**src/rtl/thb_pkg.sv**
```systemverilog
package thb_pkg;
  localparam int WORD_W   = 32;
  localparam int FINE_W   = 22;
  localparam int TIME_W   = 40;
  localparam int STAMP_W  = TIME_W - FINE_W;
  localparam int KIND_BIT = WORD_W - 1;
  localparam int PATH_BIT = WORD_W - 2;

  typedef struct packed {
    logic              valid;
    logic              hi;
    logic [TIME_W-1:0] t;
  } hit_t;
endpackage

```
**src/rtl/thb_ingress.sv**
```systemverilog
module thb_ingress
  import thb_pkg::*;
(
  input  logic              clk,
  input  logic              rst,
  input  logic              in_valid,
  input  logic [WORD_W-1:0] in_word,
  output hit_t              hit_o
);
  logic [STAMP_W-1:0] stamp_q;
  logic               seen_q;
  hit_t               hit_q;
  logic               unused_bits;

  assign unused_bits = ^in_word[PATH_BIT-1:FINE_W];

  always_ff @(posedge clk) begin
    if (rst) begin
      stamp_q <= '0;
      seen_q  <= 1'b0;
      hit_q   <= '0;
    end else begin
      hit_q.valid <= 1'b0;
      if (in_valid) begin
        if (in_word[KIND_BIT]) begin
          stamp_q <= in_word[STAMP_W-1:0];
          seen_q  <= 1'b1;
        end else if (seen_q) begin
          hit_q.valid <= 1'b1;
          hit_q.hi    <= in_word[PATH_BIT];
          hit_q.t     <= {stamp_q, in_word[FINE_W-1:0]};
        end
      end
    end
  end

  assign hit_o = hit_q;


  stamp_before_hit_chk: assert property (@(posedge clk) disable iff (rst)
    hit_q.valid |-> seen_q);

  seen_sticky_chk: assert property (@(posedge clk) disable iff (rst)
    seen_q |=> seen_q);
endmodule

```
**src/rtl/thb_fifo.sv**
```systemverilog
module thb_fifo #(
  parameter int DEPTH = 8,
  parameter int W     = 40
) (
  input  logic         clk,
  input  logic         rst,
  input  logic         wr_req,
  input  logic [W-1:0] wr_data,
  input  logic         rd_en,
  output logic [W-1:0] rd_data,
  output logic         empty,
  output logic         ovf
);
  localparam int AW = $clog2(DEPTH);
  localparam int CW = $clog2(DEPTH + 1);

  logic [W-1:0]  mem [DEPTH];
  logic [AW-1:0] wptr, rptr;
  logic [CW-1:0] cnt;
  logic [W-1:0]  rd_q;
  logic          ovf_q;
  logic          full, wr_en;

  assign full  = (cnt == CW'(DEPTH));
  assign empty = (cnt == '0);
  assign wr_en = wr_req && !full;

  always_ff @(posedge clk) begin
    if (wr_en) mem[wptr] <= wr_data;
    if (rd_en) rd_q <= mem[rptr];
  end

  always_ff @(posedge clk) begin
    if (rst) begin
      wptr  <= '0;
      rptr  <= '0;
      cnt   <= '0;
      ovf_q <= 1'b0;
    end else begin
      if (wr_en) wptr <= wptr + 1'b1;
      if (rd_en) rptr <= rptr + 1'b1;
      case ({wr_en, rd_en})
        2'b10:   cnt <= cnt + 1'b1;
        2'b01:   cnt <= cnt - 1'b1;
        default: cnt <= cnt;
      endcase
      if (wr_req && full) ovf_q <= 1'b1;
    end
  end

  assign rd_data = rd_q;
  assign ovf     = ovf_q;


  full_hold_chk: assert property (@(posedge clk) disable iff (rst)
    (wr_req && full && !rd_en) |=> $stable(cnt));

  rd_nonempty_chk: assert property (@(posedge clk) disable iff (rst)
    rd_en |-> !empty);

  sticky_ovf_chk: assert property (@(posedge clk) disable iff (rst)
    ovf_q |=> ovf_q);
endmodule

```
**src/rtl/thb_drain.sv**
```systemverilog
module thb_drain (
  input  logic clk,
  input  logic rst,
  input  logic ready,
  input  logic empty,
  output logic rd_en,
  output logic out_valid
);
  typedef enum logic {DR_IDLE = 1'b0, DR_SEND = 1'b1} dr_state_e;
  dr_state_e state;

  assign rd_en = ready && !empty;

  always_ff @(posedge clk) begin
    if (rst) state <= DR_IDLE;
    else     state <= rd_en ? DR_SEND : DR_IDLE;
  end

  assign out_valid = (state == DR_SEND);


  stall_quiet_chk: assert property (@(posedge clk) disable iff (rst)
    !ready |=> !out_valid);

  empty_quiet_chk: assert property (@(posedge clk) disable iff (rst)
    empty |=> !out_valid);
endmodule

```
**src/rtl/thb_channel.sv**
```systemverilog
module thb_channel
  import thb_pkg::*;
#(
  parameter int HI_DEPTH = 8,
  parameter int LO_DEPTH = 16
) (
  input  logic        clk,
  input  logic        rst,
  input  logic        in_valid,
  input  logic [31:0] in_word,
  input  logic        hi_ready,
  output logic        hi_valid,
  output logic [39:0] hi_time,
  output logic        hi_empty,
  output logic        hi_ovf,
  input  logic        lo_ready,
  output logic        lo_valid,
  output logic [39:0] lo_time,
  output logic        lo_empty,
  output logic        lo_ovf
);
  hit_t              hit;
  logic              rdy [2];
  logic              vld [2];
  logic              emp [2];
  logic              ovf [2];
  logic [TIME_W-1:0] dat [2];

  thb_ingress u_ingress (
    .clk      (clk),
    .rst      (rst),
    .in_valid (in_valid),
    .in_word  (in_word),
    .hit_o    (hit)
  );

  assign rdy[0] = lo_ready;
  assign rdy[1] = hi_ready;

  for (genvar g = 0; g < 2; g++) begin : g_path
    localparam int D = (g == 1) ? HI_DEPTH : LO_DEPTH;
    logic wr_req, rd_en;

    assign wr_req = hit.valid && (hit.hi == 1'(g));

    thb_fifo #(.DEPTH(D), .W(TIME_W)) u_fifo (
      .clk     (clk),
      .rst     (rst),
      .wr_req  (wr_req),
      .wr_data (hit.t),
      .rd_en   (rd_en),
      .rd_data (dat[g]),
      .empty   (emp[g]),
      .ovf     (ovf[g])
    );

    thb_drain u_drain (
      .clk       (clk),
      .rst       (rst),
      .ready     (rdy[g]),
      .empty     (emp[g]),
      .rd_en     (rd_en),
      .out_valid (vld[g])
    );
  end

  assign hi_valid = vld[1];
  assign hi_time  = dat[1];
  assign hi_empty = emp[1];
  assign hi_ovf   = ovf[1];
  assign lo_valid = vld[0];
  assign lo_time  = dat[0];
  assign lo_empty = emp[0];
  assign lo_ovf   = ovf[0];


  reset_state_chk: assert property (@(posedge clk)
    $past(rst) |-> (hi_empty && lo_empty && !hi_valid && !lo_valid && !hi_ovf && !lo_ovf));
endmodule

```
**config.mk**
```make
export PLATFORM = sky130hd
export DESIGN_NAME = thb_channel
export DESIGN_NICKNAME = d
export VERILOG_FILES = /design/src/rtl/thb_pkg.sv /design/src/rtl/thb_ingress.sv /design/src/rtl/thb_fifo.sv /design/src/rtl/thb_drain.sv /design/src/rtl/thb_channel.sv
export SDC_FILE = /design/constraint.sdc
export NUM_CORES = 1
export LEC_CHECK = 0
export ABC_AREA = 0
export CELL_PAD_IN_SITES_DETAIL_PLACEMENT = 1
export CELL_PAD_IN_SITES_GLOBAL_PLACEMENT = 1
export CORE_UTILIZATION = 40
export CTS_BUF_LIST = sky130_fd_sc_hd__clkbuf_8
export DETAILED_ROUTE_END_ITERATION = 10
export GPL_TIMING_DRIVEN = 0
export PLACE_DENSITY_LB_ADDON = 0.12
export SYNTH_ARGS = -nofsm -noshare
export SYNTH_HDL_FRONTEND = slang
export SYNTH_SLANG_ARGS = --single-unit
```
**constraint.sdc**
```tcl
create_clock -name clk -period 5.1 [get_ports clk]
set_input_delay 0.51 -clock clk [delete_from_list [all_inputs] [get_ports clk]]
set_output_delay 0.51 -clock clk [all_outputs]
set_load 0.005 [all_outputs]
```
==> impl_metrics.yaml <==
outcome:
  run_status: "completed"
detailed_routing:
  final_routed_wirelength_um: 109000
  vias: 20900
  vias_per_instance: 5.41
  drc_errors: 0
  drt_pre_antenna_iters: 5
  detail_route.wl_per_cell_um: 28.2
  drt.antenna.violating_nets: 0
  initialDrtViolationCount: 1653
floorplan:
  fp.coreArea_sq_um: 104000
  die_h_um: 326
  io-pin-count: 123
  die_area_sq_um: 106000
  dieWidth_um: 326
  initial_core_util_pct: 40.4
  placementRows: 118
synthesis:
  yosysSeqAreaShare_pct: 78.7
  synth-edff-count: 1040
  synth_warnings: 0
  syn-cell-area_sq_um: 41900
  yosys.area.top_type_share_pct: 74.5
  yosysTopAreaCell: "edfxtp_1"
  synth_area_leaders: "edfxtp_1, mux4_2, dfxtp_1"
  syn-num-nets: 2036
  syn-instance-count: 1983
  yosys.cell_count.top_type: "edfxtp_1"
  synth_top_cells_by_count: "edfxtp_1, mux4_2, nand2_1, dfxtp_1, a22oi_1"
  async_flop_share_pct: 0
  ys_ff_latch: 1128
  synth.distinct_cells: 44
  syn_area_per_cell_sq_um: 21.1
  synth_ff_type: "edfxtp_1"
power:
  cellPowerDensity_nw_per_um2: 357
  power.leakage_nw: 16.0
  total_power_mw: 17.6
  irDropWorstVdd_mv: 0.180
cts:
  cts_htree_levels: 4
  cts.clk_slew.worst_paths_ns: 0.06
  holdBufCountCts: 0
  postCtsResizedCells: 0
  clock_tree.root_cell: "clkbuf_8"
  postCtsSetupBuffers: 0
  numCtsBuffers: 186
  clkSinkCount: 1128
  max-clock-path-buffers: 3
  clk-insertion-delay-late_ns: 0.84
  cts_tree: "yes"
critical_path:
  timing.critical_path.required_ns: 5.81
  worst_ep_arrival_time_ns: 4.40
  reg2reg_path_depth: 10
  timing.critical_path.fanout_max: 25
  end_kind: "register"
  worstSetupStartpointType: "register"
  worst-setup-path-type: "register to register"
timing:
  min_period_ns: 3.69
  report.final.slew_viol_count: 0
  share_of_the_cycle_needed_by_the_critical_path_after_routing_pct: 72.4
  worst_hold_slack_ns: 0.275
  rsz_0062_raised_after_global_routing: "false"
  timing.final.setup_violations: 0
  worst-slew-pin-transition_ns: 1.20
  final_hold_violation_count: 0
  timing.fmax_mhz: 271
  max_slew_margin_pct: 19.9
  clock_skew_ns: 0.0356
global_routing:
  grt_use_total_pct: 20.9
  number_of_antenna_violations_at_the_first_check_in_global_routing: 3
  grt_start_max_net_pins: 45
  grt_first_pass_wirelength_um: 157000
  grt-ovfl-total: 0
  via_count_of_the_first_global_routing_pass: 22600
finish:
  fraction_of_layout_instances_using_a_drive_strength_above_1_pct: 25.4
  finalInstanceArea_sq_um: 49100
  layout.filler_cells: 9532
  area_delta_synth_final_pct: 17.2
  design.final.nets: 2401
hold_path:
  hold_crit_class: "input pin to register"
  worstHoldPathCells: 3
run:
  cap_viol_max_count: 0
placed_design:
  place.gp.congestion: 0.782
  placed_area_sq_um: 45800
  numPortBuffers: 113
  dp.final_hpwl_um: 69900
-- worst max-delay path, stage by stage, from the launching register on --
cell and delay, ns:
dfxtp_1 0.36, or4_4 0.63, o21ai_2 0.43, inv_4 0.28, buf_16 0.27, ha_1 0.30
ha_1 0.23, or2_2 0.30, o22ai_1 0.17, mux2i_1 0.24, mux2_2 0.35
-- path summary, 6_finish.rpt --
kind	startpoint	endpoint	slack, ns
max	g_path[0].u_fifo.cnt[0]	g_path[0].u_fifo.cnt[4]	1.41
min	in_word[20]	u_ingress.hit_o[20]	0.28
max reg2reg	g_path[0].u_fifo.cnt[0]	g_path[0].u_fifo.cnt[4]	1.41
min reg2reg	u_ingress.stamp_q[3]	u_ingress.hit_o[25]	0.45
-- final cells by class --
type / count / area, sq um / share of cell area (%)
antenna: 2 / 5.00 / 0.0102
buffer: 103 / 490 / 0.998
clock buffer: 193 / 2660 / 5.41
clock inverter: 135 / 642 / 1.31
inverter: 17 / 68.8 / 0.140
multi-input combinational: 735 / 8470 / 17.2
sequential: 1128 / 33000 / 67.2
tap: 1380 / 1730 / 3.51
timing repair buffer: 177 / 2080 / 4.23
-- cell families after synthesis --
| group | Yosys count | share of synthesized area (%) |
|---|---|---|
| AO/OA/AOI/OAI | 159 | 2.43 |
| XOR/XNOR | 12 | 0.251 |
| adder cells (fa/ha/maj) | 16 | 0.514 |
| buffers and inverters | 120 | 1.32 |
| flip-flops | 1128 | 78.7 |
| multiplexers | 284 | 14.1 |
| AND/OR/NAND/NOR | 264 | 2.68 |
-- through the flow --
step	instances	util (%)	TNS (ns)	setup WS (ns)
after CTS	3868	47.4	0	1.36
after global routing	3869	47.4	0	1.21
after detailed placement	3540	44.2	0	1.21
final	3870	47.4	0	1.41
after floorplan	1983	-	0	0.757
after global placement	3476	43.2	-1218.74	-3.61
-- registers in the layout (all words and copies together) (netlist names) --
register / flops
g_path.u_drain.out_valid: 2
g_path.u_fifo.cnt: 9
g_path.u_fifo.mem: 960
g_path.u_fifo.ovf: 2
g_path.u_fifo.rd_data: 80
g_path.u_fifo.rptr: 7
g_path.u_fifo.wptr: 7
u_ingress.hit_o: 42
u_ingress.seen_q: 1
u_ingress.stamp_q: 18
-- layer usage --
layer / GRT usage (%) / wire, um / up-vias
li1: - / - / 8850
met1: 29.3 / 48800 / 11300
met2: 32.2 / 50900 / 649
met3: 5.03 / 6920 / 155
met4: 6.63 / 2600 / 0
met5: 0 / 0 / -
-- power breakdown --
part / leakage (nW) / internal, mW / switching (mW)
sequential: 10.6 / 10.0 / 0.0424
combinational: 3.45 / 0.161 / 0.200
clock: 1.91 / 3.63 / 3.50
-- placed cells by master (no fill, tap or decap), drive strengths merged, types with 2 or more instances in the layout --
master         synthesis  layout
a21oi                 71      71
a22oi                 80      80
xnor2                  4       4
buf                   40     104
clkinvlp               0       8
mux2i                  3       3
nor2b                  8       8
diode                  0       2
nand2                170     170
nor3                   9       9
nor2                  44      44
dfxtp                 88      88
nand3                  2       2
edfxtp              1040    1040
xor2                   8       8
and2                   2       2
clkbuf                63     256
o211ai                 2       2
or4                    2       2
bufinv                 0       3
mux2                  41      41
clkinv                 0      59
mux4                 240     240
clkdlybuf4s50          0     113
and3                  11      11
nor4                   3       3
inv                   17      82
fa                     2       2
ha                    14      14
nand2b                 5       5
Power figures use the tool's default switching activity.
